==> src/rtl/pwrfail_supervisor.sv <==
module pwrfail_supervisor #(
  parameter int CLK_PERIOD_NS = 10,
  parameter int FILTER_NS     = 100,
  parameter int PULSE_CYCLES  = 8
) (
  input  logic       clk,
  input  logic       rst_n,
  input  logic       below_i,
  input  logic [1:0] lvl_cfg_i,
  output logic [1:0] lvl_sel_o,
  input  logic       reg_wr_i,
  input  logic [7:0] reg_wdata_i,
  output logic [7:0] reg_rdata_o,
  output logic       sys_rst_req_o
);
  localparam int QUAL_CYC = (FILTER_NS + CLK_PERIOD_NS - 1) / CLK_PERIOD_NS;
  localparam int RUN_CYC  = (QUAL_CYC > 2) ? QUAL_CYC - 2 : 1;
  localparam int CW       = $clog2(RUN_CYC + 1);
  localparam int PW       = $clog2(PULSE_CYCLES + 1);

  logic          sync1, sync2;
  logic [CW-1:0] run_cnt;
  logic [PW-1:0] pulse_cnt;
  logic          off_q, mode_q, stat_q;
  logic          hit;

  assign lvl_sel_o     = lvl_cfg_i;
  assign reg_rdata_o   = {5'b0, off_q, mode_q, stat_q};
  assign sys_rst_req_o = (pulse_cnt != '0);
  assign hit           = !off_q && sync2 && (run_cnt == CW'(RUN_CYC - 1));

  always_ff @(posedge clk or negedge rst_n) begin
    if (!rst_n) begin
      sync1 <= 1'b0;
      sync2 <= 1'b0;
    end else begin
      sync1 <= below_i;
      sync2 <= sync1;
    end
  end

  always_ff @(posedge clk or negedge rst_n) begin
    if (!rst_n)
      run_cnt <= '0;
    else if (off_q || !sync2)
      run_cnt <= '0;
    else if (run_cnt != CW'(RUN_CYC))
      run_cnt <= run_cnt + 1'b1;
  end

  always_ff @(posedge clk or negedge rst_n) begin
    if (!rst_n) begin
      off_q  <= 1'b1;
      mode_q <= 1'b0;
      stat_q <= 1'b0;
    end else begin
      if (reg_wr_i) begin
        off_q  <= reg_wdata_i[2];
        mode_q <= reg_wdata_i[1];
        if (!reg_wdata_i[0]) stat_q <= 1'b0;
      end
      if (hit) stat_q <= 1'b1;
    end
  end

  always_ff @(posedge clk or negedge rst_n) begin
    if (!rst_n)
      pulse_cnt <= '0;
    else if (hit && mode_q)
      pulse_cnt <= PW'(PULSE_CYCLES);
    else if (pulse_cnt != '0)
      pulse_cnt <= pulse_cnt - 1'b1;
  end
endmodule


==> config.mk <==
export PLATFORM = sky130hd
export DESIGN_NAME = pwrfail_supervisor
export DESIGN_NICKNAME = d
export VERILOG_FILES = /design/src/rtl/pwrfail_supervisor.sv
export SDC_FILE = /design/constraint.sdc
export NUM_CORES = 1
export LEC_CHECK = 0
export BUFFER_PORTS_ARGS = -buffer_cell sky130_fd_sc_hd__buf_2
export CORE_AREA = 8 8 48 50
export CTS_CLUSTER_DIAMETER = 30
export CTS_CLUSTER_SIZE = 20
export DETAILED_ROUTE_END_ITERATION = 16
export DIE_AREA = 0 0 56 58
export PLACE_DENSITY = 0.72
export SETUP_SLACK_MARGIN = 0.1
export SKIP_CTS_REPAIR_TIMING = 1
export SYNTH_ARGS = -nofsm -noshare
export SYNTH_HDL_FRONTEND = slang
export SYNTH_SLANG_ARGS = --single-unit
==> constraint.sdc <==
create_clock -name clk -period 1.8 [get_ports clk]
set_input_delay 0.09 -clock clk [delete_from_list [all_inputs] [get_ports clk]]
set_output_delay 0.09 -clock clk [all_outputs]
set_load 0.03 [all_outputs]
==> results of run 1 <==
area by class of cell:
type | instances | area [um^2]
multi-input combinational | 39 | 269
timing repair buffer | 13 | 80.1
sequential | 13 | 327
clock buffer | 4 | 26.3
inverter | 6 | 22.5
tap | 17 | 21.3
fill | 157 | 868
synth_stat cells, drive strengths merged:
library cell and n:
nand3b 2, a21oi 1, nor2 7, nand2 2, or3 1, a211oi 1, nand2b 1, nor3 2
dfrtp 12, buf 11, ha 4, a211o 1, xnor2 2, conb 1, nand3 1, mux2i 2
dfstp 1, inv 6, mux2 1, xor2 2, o21ai 3, or3b 1
flip-flops by register name, summed over array words and instances (netlist names):
register   flops
sync1          1
pulse_cnt      4
off_q          1
mode_q         1
run_cnt        4
sync2          1
stat_q         1
final timing paths:
| kind | start | to | depth (start not counted) |
|---|---|---|---|
| max | pulse_cnt[0] | sys_rst_req_o | 4 |
| min | reg_wdata_i[1] | mode_q | 3 |
| max reg2reg | pulse_cnt[0] | pulse_cnt[0] | 5 |
| min reg2reg | sync1 | sync2 | 0 |
| max in group asynchronous | rst_n | off_q | 2 |
| min in group asynchronous | rst_n | pulse_cnt[1] | 2 |
through the flow:
step	total power [W]	setup slack [ns]
2_1_floorplan	0.000649	0.398
3_5_place_dp	0.000680	0.346
4_1_cts	0.000854	0.104
5_1_grt	0.000950	0.116
6_report	0.000872	0.194
3_3_place_gp	0.000654	0.383
power breakdown:
part / leakage (nW) / switching (W) / internal, W / total (W)
Combinational: 0.202 / 0.000163 / 0.000145 / 0.000309
Sequential: 0.162 / 0.0000403 / 0.000353 / 0.000393
Clock: 0.0150 / 0.0000852 / 0.0000857 / 0.000171
Total: 0.379 / 0.000289 / 0.000584 / 0.000872
worst min-delay path: stages:
cell and delay [ns]:
sky130_fd_sc_hd__buf_2 0.07, sky130_fd_sc_hd__nand2_1 0.04, sky130_fd_sc_hd__o21ai_0 0.06
routing by layer:
metal / vias up / wire length (um) / track usage (%) / part of all wire (%)
met5: - / 0 / 0 / 0
met4: 0 / 17 / 5.15 / 1.6
met3: 2 / 88 / 2.40 / 8.5
met2: 14 / 495 / 11.7 / 48
met1: 204 / 437 / 7.35 / 42
li1: 213 / - / - / -
cells in the final DEF, fill, tap and decap left out:
master / n
sky130_fd_sc_hd__dfrtp_1: 12
sky130_fd_sc_hd__buf_2: 9
sky130_fd_sc_hd__nor2_1: 7
sky130_fd_sc_hd__inv_1: 6
sky130_fd_sc_hd__conb_1: 5
sky130_fd_sc_hd__ha_1: 4
sky130_fd_sc_hd__clkbuf_4: 4
sky130_fd_sc_hd__mux2i_1: 2
sky130_fd_sc_hd__nand3b_1: 2
sky130_fd_sc_hd__xnor2_1: 2
sky130_fd_sc_hd__xor2_1: 2
sky130_fd_sc_hd__nand2_1: 2
sky130_fd_sc_hd__o21ai_0: 2
sky130_fd_sc_hd__dlygate4sd3_1: 2
sky130_fd_sc_hd__or3b_4: 1
sky130_fd_sc_hd__nand2b_1: 1
sky130_fd_sc_hd__a21oi_1: 1
sky130_fd_sc_hd__nor3_2: 1
sky130_fd_sc_hd__a211oi_2: 1
sky130_fd_sc_hd__or3_1: 1
sky130_fd_sc_hd__nor3_1: 1
sky130_fd_sc_hd__a211o_1: 1
sky130_fd_sc_hd__nand3_1: 1
sky130_fd_sc_hd__mux2_1: 1
sky130_fd_sc_hd__o21ai_1: 1
sky130_fd_sc_hd__clkbuf_1: 1
sky130_fd_sc_hd__dfstp_2: 1
sky130_fd_sc_hd__buf_4: 1
logic make-up (layout without fill, tap and decap cells):
logic type | Yosys count | in the layout | synth area share (%)
and+or+nand+nor | 17 | 17 | 13.1
DFF | 13 | 13 | 47.5
muxes | 3 | 3 | 4.55
adders and majority gates | 4 | 4 | 7.29
AOI/OAI and AO/OA | 6 | 6 | 6.01
xor gates and xnor gates | 4 | 4 | 5.10
other | 1 | 5 | 0.546
buffers and inverters | 17 | 23 | 15.8
==> results.env, run 1 <==
OUTCOME='finished clean'
WP_BUF_INV=2
SYNTH.LARGEST_AREA_CELL='sky130_fd_sc_hd__dfrtp_1'
GRT_MAX_DEGREE=14
SYN_TO_FINAL_GROWTH_PCT=8.56
IO_PINS=25
LAYOUT_WORST_PATH_CYCLE_SHARE_PCT=89.2
CTS_BUFFER_DEPTH=2
SYNTH_CELLS=65
CP_MAX_FO=5
SYNTHTOPCELLSBYAREA='sky130_fd_sc_hd__dfrtp_1, sky130_fd_sc_hd__buf_4, sky130_fd_sc_hd__ha_1'
IR_DROP_mV=0.363
DRT_ITER0_DRC=1
ROUTE.DETAILED.VIAS_PER_INST=4.71
DIE_AREA_UM2=3250
TIMING.CRITICAL_PATH.FROM_TYPE='flip-flop'
CTS.SINK_COUNT=13
PLACED_WIRE_LENGTH_ESTIMATE_AFTER_DETAILED_PLACEMENT_UM=856
DETAIL-ROUTE-ANTENNA-NETS=0
DIE_HT_UM=58
PATH_CLK_SLEW_NS=0.07
CORE_UM2=1610
CLK_TREE_ROOT_CELL='sky130_fd_sc_hd__clkbuf_4'
INITIAL_CORE_UTIL_PCT=42.6
MAX_CAP_CHECK_VIOLATION_COUNT=0
PERIOD_MINUS_SLACK_NS=1.61
INITIAL_ANTENNA_VIOLATION_COUNT=0
FIRST_PASS_GRT_WIRE_LENGTH_MM=1.88
N_ANTENNA_CELL=0
PLACED_CELLS_INCL_TAPS=85
FINAL_DESIGN_AREA_NO_FILL_UM2=746
FINALNONFILLERCELLS=92
CTS.HTREE.LEVELS=1
DRT_DRC_VIOLATIONS_LEFT=0
TRITONCTS='yes'
POWER_DENSITY_NORMALIZED_TO_CELL_AREA_nW_PER_UM2=1170
WORST_PATH_LARGEST_CELL_DELAY_NS=0.41
DIE_W_UM=56
DRV_SLEW=0
HOLD_VIOL_FINAL=0
PLACED_AREA_UM2=687
PRE_ANTENNA_DRT_ITERS=3
YOSYS.AREA.TOP_TYPE_SHARE_PCT=43.7
ROUTABILITYCONGESTION=0.672
SYNTH.CELL_AREA_UM2=687
GRT_SETUP_UNREPAIRED='false'
POSTLAYOUTCOREUTIL_PCT=46.2
R2R_SETUP_SLACK_NS=0.41
ENDPOINT_KIND='primary output'
VIA_COUNT_OF_THE_FIRST_GLOBAL_ROUTING_PASS=463
DRIVE_GT1_SHARE_PCT=24.0
CTS-BUFFERS-INSERTED=3
CLK_LATENCY_NS=0.27
SETUP_VIOL=0
CRITICALPATHCATEGORY='flip-flop to primary output'
PORT_BUFFERS=10
CP_DATA_REQUIRED_TIME_NS=1.71
SYNTH.DISTINCT_CELLS=25
FINALWIRELENGTH_MM=1.04
PLACEMENTROWS=15
FIN_NETS=94
FIN_HOLD_WS_NS=0.0326
FAMILY_WITH_THE_MOST_DELAY_ON_THE_WORST_PATH='simple AND/OR/NAND/NOR gates'
GRT_REMAINING_OVERFLOW=0
NUM_VIAS=433
SETUP_TNS_NS=0
GRT.TOTAL_USAGE_PCT=7.09
POSTSYNTHREGISTERBITS=13
WORSTHOLDPATHTYPE='input port to flip-flop'
CRIT_ARRIVAL_NS=1.52
CRITICAL_PATH_CELL_BY_CELL='inv_1 -> ha_1 -> or3b_4 -> clkbuf_4'
SYNTH.YOSYS.WARNINGS=0
POST_SYNTH.CELL_AREA_AVG_UM2=10.6
CP_SLOWEST_CELL='sky130_fd_sc_hd__or3b_4'
CLOCK.FMAX_MHz=623
AVGROUTEDWIREPERCELL_UM=11.3
CLOCK_SKEW_NS=0.00128
SYNTH-SEQ-AREA-SHARE_PCT=47.5
P_LEAK_nW=0.379
No activity file was read; power rests on OpenSTA's default activity.
==> run 2: changes to the inputs <==
--- a/config.mk
+++ b/config.mk
@@ -12,6 +12,7 @@
 export DETAILED_ROUTE_END_ITERATION = 16
 export DIE_AREA = 0 0 56 58
 export PLACE_DENSITY = 0.72
+export REMOVE_ABC_BUFFERS = 1
 export SETUP_SLACK_MARGIN = 0.1
 export SKIP_CTS_REPAIR_TIMING = 1
 export SYNTH_ARGS = -nofsm -noshare
==> run 2 against run 1 <==
  * Clock power is 2% higher
  * Setup slack better by 0.015 ns
  * Largest cell class unchanged
  * Final cell count unchanged
==> results.env, run 2 (same netlist as run 1, synthesis figures left out) <==
OUTCOME='finished clean'
CLK_LATENCY_NS=0.27
WORST_R2R_PATH_DEPTH=6
POWER.SHARE.SEQUENTIAL_PCT=45.7
DRT_DRC_VIOLATIONS_LEFT=0
SETUP_TNS_NS=0
DIE_AREA_UM2=3250
CRIT_ARRIVAL_NS=1.50
POWER_DENSITY_NORMALIZED_TO_CELL_AREA_nW_PER_UM2=1160
CRIT_PATH_END='sys_rst_req_o'
CORE_UM2=1610
FIRST_PASS_GRT_WIRE_LENGTH_MM=1.84
GRT.TOTAL_USAGE_PCT=7.41
CLK_TREE_ROOT_CELL='sky130_fd_sc_hd__clkbuf_4'
DRV_SLEW=0
CTS.SINK_COUNT=13
P_COMB_SHARE_PCT=34.0
PATH_CLK_SLEW_NS=0.07
CLOCK.FMAX_MHz=629
POWER.TOTAL_W=0.000864
ROUTE.DETAILED.VIAS_PER_INST=4.84
DRT_ITER0_DRC=3
FINALNONFILLERCELLS=92
HOLD_VIOL_FINAL=0
TRITONCTS='yes'
POWER.SHARE.SWITCHING_PCT=32.8
PORT_BUFFERS=10
CTS.HTREE.LEVELS=1
CTS_BUFFER_DEPTH=2
GRT_SETUP_UNREPAIRED='false'
PLACEMENTROWS=15
DP_SLACK_NS=0.360
AVGROUTEDWIREPERCELL_UM=11.1
PLACED_WIRE_LENGTH_ESTIMATE_AFTER_DETAILED_PLACEMENT_UM=784
GRT_REMAINING_OVERFLOW=0
VIA_COUNT_OF_THE_FIRST_GLOBAL_ROUTING_PASS=428
IR_DROP_mV=0.615
MOSTFREQUENTLAYOUTCELLS='sky130_fd_sc_hd__dfrtp_1, sky130_fd_sc_hd__buf_2, sky130_fd_sc_hd__nor2_1'
ENDPOINT_KIND='primary output'
IO_PINS=25
FINAL_CRITICAL_PATH_SETUP_SLACK_NS=0.210
GRT_MAX_DEGREE=14
CP_MAX_FO=4
N_ANTENNA_CELL=0
PLACED_CELLS_INCL_TAPS=85
PERIOD_MINUS_SLACK_NS=1.59
INITIAL_ANTENNA_VIOLATION_COUNT=0
WORSTSETUPSTARTPOINT='pulse_cnt[0]'
R2R_END='pulse_cnt[0]'
LAYOUT.CELLS.MOST_COMMON='sky130_fd_sc_hd__dfrtp_1'
FIN_NETS=94
R2R-START='pulse_cnt[0]'
DETAIL-ROUTE-ANTENNA-NETS=0
R2R_SETUP_SLACK_NS=0.30
TIMING.CRITICAL_PATH.FROM_TYPE='flip-flop'
DIE_HT_UM=58
WORSTHOLDPATHTYPE='input port to flip-flop'
SYN_TO_FINAL_GROWTH_PCT=8.56
NUM_VIAS=445
POWER.NET_SWITCHING_W=0.000284
INITIAL_CORE_UTIL_PCT=42.6
CLOCK_SKEW_NS=0.00144
POSTLAYOUTCOREUTIL_PCT=46.2
P_LEAK_nW=0.379
SETUP_VIOL=0
CTS-BUFFERS-INSERTED=3
DRIVE_GT1_SHARE_PCT=24.0
INTPOWER_W=0.000581
CP_DATA_REQUIRED_TIME_NS=1.71
PRE_ANTENNA_DRT_ITERS=4
MAX_CAP_CHECK_VIOLATION_COUNT=0
DIE_W_UM=56
FINALWIRELENGTH_MM=1.02
CRITICALPATHCATEGORY='flip-flop to primary output'
LAYOUT_TOP_REGISTERS='pulse_cnt x4, run_cnt x4'
ROUTABILITYCONGESTION=0.728
CLOCK_POWER_SHARE_PCT=20.2
LAYOUT_WORST_PATH_CYCLE_SHARE_PCT=88.4
## run 2: cell count changes in the layout (fill, tap and decap cells not counted)
cell                       previous run  this run
sky130_fd_sc_hd__clkbuf_4             4         3
sky130_fd_sc_hd__buf_4                1         2
## run 2: area by class of cell
type,count,area (um^2)
timing repair buffer,13,80.1
fill,159,868
clock buffer,4,26.3
inverter,6,22.5
tap,17,21.3
sequential,13,327
multi-input combinational,39,269
## run 2: worst max-delay path, cell delays in order (launching register included)
cell,delay [ns]
sky130_fd_sc_hd__dfrtp_1,0.40
sky130_fd_sc_hd__inv_1,0.08
sky130_fd_sc_hd__ha_1,0.16
sky130_fd_sc_hd__or3b_4,0.40
sky130_fd_sc_hd__buf_4,0.18
## run 2: through the flow
step | area, um^2 | hold slack, ns
2_1_floorplan | 616 | -0.206
3_3_place_gp | 687 | -0.0126
3_5_place_dp | 687 | -0.0109
4_1_cts | 713 | -0.315
5_1_grt | 746 | 0.0263
6_report | 746 | 0.0380
## run 2: layer usage
| metal | wire [um] | vias to the layer above | track usage (%) |
|---|---|---|---|
| li1 | - | 213 | - |
| met1 | 466 | 212 | 7.47 |
| met2 | 422 | 16 | 9.83 |
| met3 | 89 | 4 | 4.37 |
| met4 | 45 | 0 | 8.25 |
| met5 | 0 | - | 0 |
## run 2: worst min-delay path by stage
stage / start / endpoint / slack [ns] / cells after the start
6_report: reg_wdata_i[2] / off_q / 0.04 / 2
5_1_grt: reg_wdata_i[2] / off_q / 0.03 / 2
4_1_cts: rst_n / pulse_cnt[1] / -0.32 / 1
3_5_place_dp: rst_n / pulse_cnt[1] / -0.01 / 1
3_3_place_gp: rst_n / pulse_cnt[1] / -0.01 / 1
2_1_floorplan: rst_n / mode_q / -0.21 / 0
## run 2: power by group through the flow
| stage | clock network (W) | registers [W] | logic, W |
|---|---|---|---|
| final | 0.000175 | 0.000395 | 0.000294 |
| after global routing | 0.000207 | 0.000403 | 0.000335 |
| after CTS | 0.000189 | 0.000394 | 0.000272 |
| after detailed placement | 0 | 0.000400 | 0.000271 |
| after global placement | 0 | 0.000397 | 0.000258 |
| after floorplan | 0 | 0.000399 | 0.000209 |
